==> src/rtl/rs_pkg.sv <==
package rs_pkg;
  typedef enum logic [1:0] {
    OP_ADD = 2'd0,
    OP_SUB = 2'd1,
    OP_MUL = 2'd2,
    OP_RSV = 2'd3
  } op_e;
endpackage

==> src/rtl/rs_arb.sv <==
// Fixed-priority one-hot grant: the lowest index (lowest tag) wins.
module rs_arb #(
  parameter int N = 5
) (
  input  logic [N-1:0] req,
  output logic [N-1:0] gnt
);
  always_comb begin
    gnt = '0;
    for (int i = N - 1; i >= 0; i--) begin
      if (req[i]) gnt = N'(1) << i;
    end
  end
endmodule

==> src/rtl/rs_regfile.sv <==
// Register values plus pending-writer table, with three combinational read ports.
module rs_regfile #(
  parameter int NREG = 8,
  parameter int DW   = 16,
  parameter int TW   = 3,
  parameter int AW   = 3
) (
  input  logic          clk,
  input  logic          rst_n,
  input  logic          ren_we,
  input  logic [AW-1:0] ren_dst,
  input  logic [TW-1:0] ren_tag,
  input  logic          bus_valid,
  input  logic [TW-1:0] bus_tag,
  input  logic [DW-1:0] bus_val,
  input  logic [AW-1:0] ra1,
  input  logic [AW-1:0] ra2,
  input  logic [AW-1:0] ra3,
  output logic [DW-1:0] rv1,
  output logic [DW-1:0] rv2,
  output logic [DW-1:0] rv3,
  output logic [TW-1:0] rq1,
  output logic [TW-1:0] rq2,
  output logic [TW-1:0] rq3
);
  logic [DW-1:0] val_q [NREG];
  logic [DW-1:0] val_n [NREG];
  logic [TW-1:0] own_q [NREG];
  logic [TW-1:0] own_n [NREG];

  always_comb begin
    for (int r = 0; r < NREG; r++) begin
      val_n[r] = val_q[r];
      own_n[r] = own_q[r];
      // a result lands only if this register still waits on that very tag
      if (bus_valid && own_q[r] == bus_tag) begin
        val_n[r] = bus_val;
        own_n[r] = '0;
      end
      // a rename in the same cycle overrides the clear
      if (ren_we && ren_dst == AW'(r)) own_n[r] = ren_tag;
    end
  end

  always_ff @(posedge clk or negedge rst_n) begin
    if (!rst_n) begin
      for (int r = 0; r < NREG; r++) begin
        val_q[r] <= DW'(r);
        own_q[r] <= '0;
      end
    end else if (ren_we || bus_valid) begin
      for (int r = 0; r < NREG; r++) begin
        val_q[r] <= val_n[r];
        own_q[r] <= own_n[r];
      end
    end
  end

  assign rv1 = val_q[ra1];
  assign rv2 = val_q[ra2];
  assign rv3 = val_q[ra3];
  assign rq1 = own_q[ra1];
  assign rq2 = own_q[ra2];
  assign rq3 = own_q[ra3];
endmodule

==> src/rtl/rs_station.sv <==
// One reservation station with its own fixed-latency execution stub.
module rs_station import rs_pkg::*; #(
  parameter int DW  = 16,
  parameter int TW  = 3,
  parameter int LAT = 2
) (
  input  logic          clk,
  input  logic          rst_n,
  input  logic          alloc,
  input  op_e           a_op,
  input  logic [DW-1:0] a_vj,
  input  logic [TW-1:0] a_qj,
  input  logic [DW-1:0] a_vk,
  input  logic [TW-1:0] a_qk,
  input  logic          bus_valid,
  input  logic [TW-1:0] bus_tag,
  input  logic [DW-1:0] bus_val,
  input  logic          grant,
  output logic          busy,
  output logic          req,
  output logic [DW-1:0] res
);
  localparam int CW = $clog2(LAT + 1);

  logic          busy_q, busy_n, done_q, done_n;
  op_e           op_q, op_n;
  logic [DW-1:0] vj_q, vj_n, vk_q, vk_n;
  logic [TW-1:0] qj_q, qj_n, qk_q, qk_n;
  logic [CW-1:0] cnt_q, cnt_n;
  logic          en;

  always_comb begin
    busy_n = busy_q; done_n = done_q; op_n = op_q;
    vj_n = vj_q; vk_n = vk_q; qj_n = qj_q; qk_n = qk_q; cnt_n = cnt_q;
    if (alloc) begin
      busy_n = 1'b1; done_n = 1'b0; op_n = a_op;
      vj_n = a_vj; qj_n = a_qj; vk_n = a_vk; qk_n = a_qk;
      cnt_n = CW'(LAT);
    end else if (grant) begin
      busy_n = 1'b0;
      done_n = 1'b0;
    end else if (busy_q) begin
      if (qj_q == '0 && qk_q == '0 && !done_q) begin
        cnt_n = cnt_q - CW'(1);
        if (cnt_q == CW'(1)) done_n = 1'b1;
      end
      if (qj_q != '0 && bus_valid && bus_tag == qj_q) begin
        vj_n = bus_val; qj_n = '0;
      end
      if (qk_q != '0 && bus_valid && bus_tag == qk_q) begin
        vk_n = bus_val; qk_n = '0;
      end
    end
  end

  assign en = alloc | busy_q;

  always_ff @(posedge clk or negedge rst_n) begin
    if (!rst_n) begin
      busy_q <= 1'b0; done_q <= 1'b0; op_q <= OP_ADD;
      vj_q <= '0; vk_q <= '0; qj_q <= '0; qk_q <= '0; cnt_q <= '0;
    end else if (en) begin
      busy_q <= busy_n; done_q <= done_n; op_q <= op_n;
      vj_q <= vj_n; vk_q <= vk_n; qj_q <= qj_n; qk_q <= qk_n; cnt_q <= cnt_n;
    end
  end

  always_comb begin
    case (op_q)
      OP_SUB:  res = vj_q - vk_q;
      OP_MUL:  res = vj_q * vk_q;
      default: res = vj_q + vk_q;
    endcase
  end

  assign busy = busy_q;
  assign req  = busy_q & done_q;
endmodule

==> src/rtl/rs_sched.sv <==
module rs_sched import rs_pkg::*; #(
  parameter int NREG    = 8,
  parameter int DW      = 16,
  parameter int ADD_RS  = 3,
  parameter int MUL_RS  = 2,
  parameter int ADD_LAT = 2,
  parameter int MUL_LAT = 4,
  parameter int NRS     = ADD_RS + MUL_RS,
  parameter int TW      = $clog2(NRS + 1),
  parameter int AW      = $clog2(NREG)
) (
  input  logic          clk,
  input  logic          rst_n,
  input  logic          iss_valid,
  input  logic [1:0]    iss_op,
  input  logic [AW-1:0] iss_dst,
  input  logic [AW-1:0] iss_src1,
  input  logic [AW-1:0] iss_src2,
  output logic          iss_ready,
  output logic          cdb_valid,
  output logic [TW-1:0] cdb_tag,
  output logic [DW-1:0] cdb_value,
  input  logic [AW-1:0] rd_addr,
  output logic [DW-1:0] rd_data,
  output logic [TW-1:0] rd_tag
);
  logic [NRS-1:0] st_busy, st_req, st_gnt, st_alloc;
  logic [DW-1:0]  st_res [NRS];
  logic [DW-1:0]  rv1, rv2, vj, vk;
  logic [TW-1:0]  rq1, rq2, qj, qk, pick_tag;
  logic           is_mul, found, fire;
  op_e            op_in;

  assign op_in  = op_e'(iss_op);
  assign is_mul = (op_in == OP_MUL);

  // lowest free station of the required class
  always_comb begin
    found    = 1'b0;
    pick_tag = '0;
    for (int i = NRS - 1; i >= 0; i--) begin
      if (!st_busy[i] && ((i >= ADD_RS) == is_mul)) begin
        found    = 1'b1;
        pick_tag = TW'(i + 1);
      end
    end
  end

  assign iss_ready = found;
  assign fire      = iss_valid & found;

  always_comb begin
    for (int i = 0; i < NRS; i++) st_alloc[i] = fire && (pick_tag == TW'(i + 1));
  end

  // source capture: settled value, same-cycle bus value, or producer tag
  always_comb begin
    vj = rv1; qj = '0;
    if (rq1 != '0) begin
      if (cdb_valid && cdb_tag == rq1) vj = cdb_value;
      else begin vj = '0; qj = rq1; end
    end
    vk = rv2; qk = '0;
    if (rq2 != '0) begin
      if (cdb_valid && cdb_tag == rq2) vk = cdb_value;
      else begin vk = '0; qk = rq2; end
    end
  end

  rs_arb #(.N(NRS)) u_arb (.req(st_req), .gnt(st_gnt));

  always_comb begin
    cdb_valid = |st_gnt;
    cdb_tag   = '0;
    cdb_value = '0;
    for (int i = 0; i < NRS; i++) begin
      if (st_gnt[i]) begin
        cdb_tag   = TW'(i + 1);
        cdb_value = st_res[i];
      end
    end
  end

  for (genvar g = 0; g < NRS; g++) begin : g_st
    localparam int LAT = (g < ADD_RS) ? ADD_LAT : MUL_LAT;
    rs_station #(.DW(DW), .TW(TW), .LAT(LAT)) u_st (
      .clk(clk), .rst_n(rst_n), .alloc(st_alloc[g]), .a_op(op_in),
      .a_vj(vj), .a_qj(qj), .a_vk(vk), .a_qk(qk),
      .bus_valid(cdb_valid), .bus_tag(cdb_tag), .bus_val(cdb_value),
      .grant(st_gnt[g]), .busy(st_busy[g]), .req(st_req[g]), .res(st_res[g])
    );
  end

  rs_regfile #(.NREG(NREG), .DW(DW), .TW(TW), .AW(AW)) u_rf (
    .clk(clk), .rst_n(rst_n),
    .ren_we(fire), .ren_dst(iss_dst), .ren_tag(pick_tag),
    .bus_valid(cdb_valid), .bus_tag(cdb_tag), .bus_val(cdb_value),
    .ra1(iss_src1), .ra2(iss_src2), .ra3(rd_addr),
    .rv1(rv1), .rv2(rv2), .rv3(rd_data),
    .rq1(rq1), .rq2(rq2), .rq3(rd_tag)
  );
endmodule

==> config.mk <==
export PLATFORM = sky130hd
export DESIGN_NAME = rs_sched
export DESIGN_NICKNAME = d
export VERILOG_FILES = /design/src/rtl/rs_pkg.sv /design/src/rtl/rs_arb.sv /design/src/rtl/rs_regfile.sv /design/src/rtl/rs_station.sv /design/src/rtl/rs_sched.sv
export SDC_FILE = /design/constraint.sdc
export NUM_CORES = 2
export LEC_CHECK = 0
export BUFFER_PORTS_ARGS = -buffer_cell sky130_fd_sc_hd__clkbuf_2
export CORE_ASPECT_RATIO = 0.8
export CORE_MARGIN = 1.5
export CORE_UTILIZATION = 45
export DETAILED_ROUTE_END_ITERATION = 8
export PLACE_DENSITY_LB_ADDON = 0.12
export SLEW_MARGIN = 30
export SYNTH_ARGS = -nofsm -noshare
export SYNTH_HDL_FRONTEND = slang
export SYNTH_SLANG_ARGS = --single-unit
==> constraint.sdc <==
create_clock -name clk -period 18.55 [get_ports clk]
set_input_delay 0.9275 -clock clk [delete_from_list [all_inputs] [get_ports clk]]
set_output_delay 0.9275 -clock clk [all_outputs]
set_load 0.02 [all_outputs]
==> impl_metrics.env <==
export IMPL_hold_violations=0
export IMPL_fin_nets=5697
export IMPL_synth_cells=5049
export IMPL_cts_sinks=374
export IMPL_finalCritPeriodShare_pct=46.5
export IMPL_netlist_area_mm2=0.0457
export IMPL_synth_most_common_cell="inv_1"
export IMPL_synth_top_area_share_pct=19.8
export IMPL_critPathKind="reg2out"
export IMPL_rows=104
export IMPL_yosys_warnings=0
export IMPL_drtPass1Iterations=6
export IMPL_die_w_um=359
export IMPL_slew_violations=0
export IMPL_r2r_slack_ns=11.18
export IMPL_dieArea_mm2=0.104
export IMPL_syn2layout_area_growth_pct=7.38
export IMPL_remaining_drc_errors=0
export IMPL_crit_buf_inv=5
export IMPL_critPathLaunch="g_st[1].u_st.vk_q[1]"
export IMPL_hold_buffers=0
export IMPL_cts_max_path_buffers=3
export IMPL_drv_cap=0
export IMPL_ctsResizeCount=0
export IMPL_crit_chain="nand2_1, fa_1, fa_1, fa_1, fa_1, inv_1, fa_1, inv_1, fa_1, inv_1, ha_1, a21boi_0, a31oi_1, o21ai_0, xnor2_1, a211oi_1, a2111oi_4, o221ai_2, buf_4, clkbuf_2"
export IMPL_fin_worst_skew_ns=0.0379
export IMPL_cts_setup_buffers=0
export IMPL_cp_max_fo=19
export IMPL_endpoint_kind="output pin"
export IMPL_cts_tree="built"
export IMPL_antenna_found_initial=10
export IMPL_overflow=0
export IMPL_drt_iter0_drc=3798
export IMPL_hpwl_um=110000
export IMPL_core_area_mm2=0.101
export IMPL_die_h_um=288
export IMPL_worst_endpoint_arrival_ns=7.70
export IMPL_relSlewSlack_pct=24.7
export IMPL_fin_crit_ns=8.63
export IMPL_initial_utilization_pct=45.4
export IMPL_synthesis_nets=5808
export IMPL_port_buffers=56
export IMPL_setup_tns_ns=0
export IMPL_synth_async_reset_ratio_pct=100
export IMPL_cp_slowest_cell="dfrtp_1"
export IMPL_synth_common_cells="inv_1, nand2_1, fa_1"
export IMPL_drive_gt1_share_pct=10.3
export IMPL_viasPerCell=5.84
export IMPL_yosys_top_cells_area="dfrtp_1, fa_1, ha_1"
export IMPL_hold_class="in2async"
export IMPL_finalSetupViolations=0
export IMPL_grt_max_degree=118
export IMPL_crit_path_start_kind="flop"
export IMPL_rr_endpoint="g_st[1].u_st.vk_q[10]"
export IMPL_first_global_vias=35200
export IMPL_yosysSeqAreaShare_pct=20.5
export IMPL_vias=36900
export IMPL_post_route_util_pct=48.8
export IMPL_ios=57
export IMPL_post_drt_wl_per_cell_um=24.2
export IMPL_synth_edf_count=0
export IMPL_r2r_start="g_st[0].u_st.vj_q[1]"
export IMPL_insertion_delay_ns=0.61
export IMPL_wirelength_um=152000
export IMPL_status="complete, no violations"
export IMPL_cts_max_level=2
export IMPL_worst_pin_slew_ns=1.13
export IMPL_grt_pass1_wl_um=230000
export IMPL_required_ns=17.62
export IMPL_cts_reportedPaths_clkPinSlew_ns=0.06
export IMPL_pre_cts_slack_ns=10.66
export IMPL_cp_slowest_stage_delay_ns=0.74
export IMPL_crit_family="adder cells"
export IMPL_setup_slack_ns=9.92
export IMPL_ys_ff_latch=374
export IMPL_syn_avg_cell_area_um2=9.05
export IMPL_place_congestion=0.927
export IMPL_yosys_cell_types_count=88
export IMPL_synth_top_area_cell="dfrtp_1"
export IMPL_ys_flop_type="dfrtp_1"
export IMPL_crit_top_cell="fa_1"
export IMPL_clk_root_buffer_cell="clkbuf_16"
export IMPL_clock_fmax_mhz=116
export IMPL_cts_buffers=45
export IMPL_ff2ff_path_depth=19
export IMPL_rsz0062_at_grt="no"
export IMPL_ant_nets=0
export IMPL_track_usage_pct=29.5
stage by stage:
stage / hold WS (ns) / cells / area (µm²)
floorplan: 0.468 / 5049 / 45700
global placement: 0.480 / 6212 / 47300
detailed placement: 0.488 / 6214 / 47400
CTS: 0.451 / 6297 / 49000
global route: 0.197 / 6299 / 49100
finish: 0.185 / 6309 / 49100
state kept, by name, summed over array words and instances (netlist names):
| register | cells |
|---|---|
| g_st.u_st.busy | 5 |
| g_st.u_st.cnt_q | 12 |
| g_st.u_st.done_q | 5 |
| g_st.u_st.op_q | 10 |
| g_st.u_st.qj_q | 15 |
| g_st.u_st.qk_q | 15 |
| g_st.u_st.vj_q | 80 |
| g_st.u_st.vk_q | 80 |
| u_rf.own_q | 24 |
| u_rf.val_q | 128 |
how the worst max path moves through the flow:
stage,to,depth (start not counted)
4_1_cts,cdb_value[15],20
5_1_grt,cdb_value[15],20
3_3_place_gp,cdb_value[15],20
6_report,cdb_value[15],20
2_1_floorplan,cdb_value[14],24
3_5_place_dp,cdb_value[15],20
cells in the final DEF, fill, tap and decap left out, types with 24 or more instances in the layout:
| cell | instances |
|---|---|
| a211oi_1 | 34 |
| a21o_1 | 49 |
| a21oi_1 | 175 |
| a221o_1 | 41 |
| a31oi_1 | 39 |
| and2_1 | 322 |
| buf_4 | 77 |
| clkbuf_16 | 45 |
| clkbuf_2 | 55 |
| dfrtp_1 | 362 |
| fa_1 | 405 |
| ha_1 | 337 |
| inv_1 | 618 |
| mux2_2 | 109 |
| mux2i_1 | 115 |
| mux4_2 | 114 |
| nand2_1 | 609 |
| nand2b_1 | 31 |
| nand3_1 | 79 |
| nor2_1 | 255 |
| nor2b_1 | 24 |
| nor3_1 | 56 |
| o21a_1 | 30 |
| o21ai_0 | 272 |
| or3_1 | 24 |
| xnor2_1 | 256 |
| xor2_1 | 88 |
worst reg2reg max path: cells and delay by family (launching register included):
kind | cells | cell delay [ns]
and+or+nand+nor | 3 | 1.27
DFF | 1 | 0.86
adders and majority gates | 7 | 2.90
AOI/OAI and AO/OA | 4 | 1.38
muxes | 2 | 0.35
buffers and inverters | 3 | 0.42
cells by family after synthesis:
logic type / count (synthesis) / share of synthesized area, %
adders and majority gates: 742 / 27.0
muxes: 338 / 10.8
buffers and inverters: 915 / 7.66
and+or+nand+nor: 1492 / 15.6
AOI/OAI and AO/OA: 840 / 11.7
xor gates and xnor gates: 348 / 6.79
DFF: 374 / 20.5
metal layers:
metal | up-vias | part of all wire, % | global-route usage (%)
met4 | 6 | 3.1 | 9.40
met1 | 18500 | 45 | 43.2
met3 | 225 | 9.1 | 5.97
met2 | 1526 | 43 | 43.6
li1 | 16600 | - | -
met5 | - | 0.026 | 0
area by class of cell:
type | count | area (µm²)
fillers | 9558 | 51500
multi-input cells | 3760 | 33200
flip-flops and latches | 374 | 9370
inverters | 619 | 2320
well taps | 1325 | 1660
clock buffers | 71 | 1410
repair buffers | 138 | 957
clock inverters | 12 | 180
diodes | 10 | 25.0
Power is left out: the tool's default activity adds up to more than one toggle a clock period on the data nets, which glitch-free logic cannot reach.
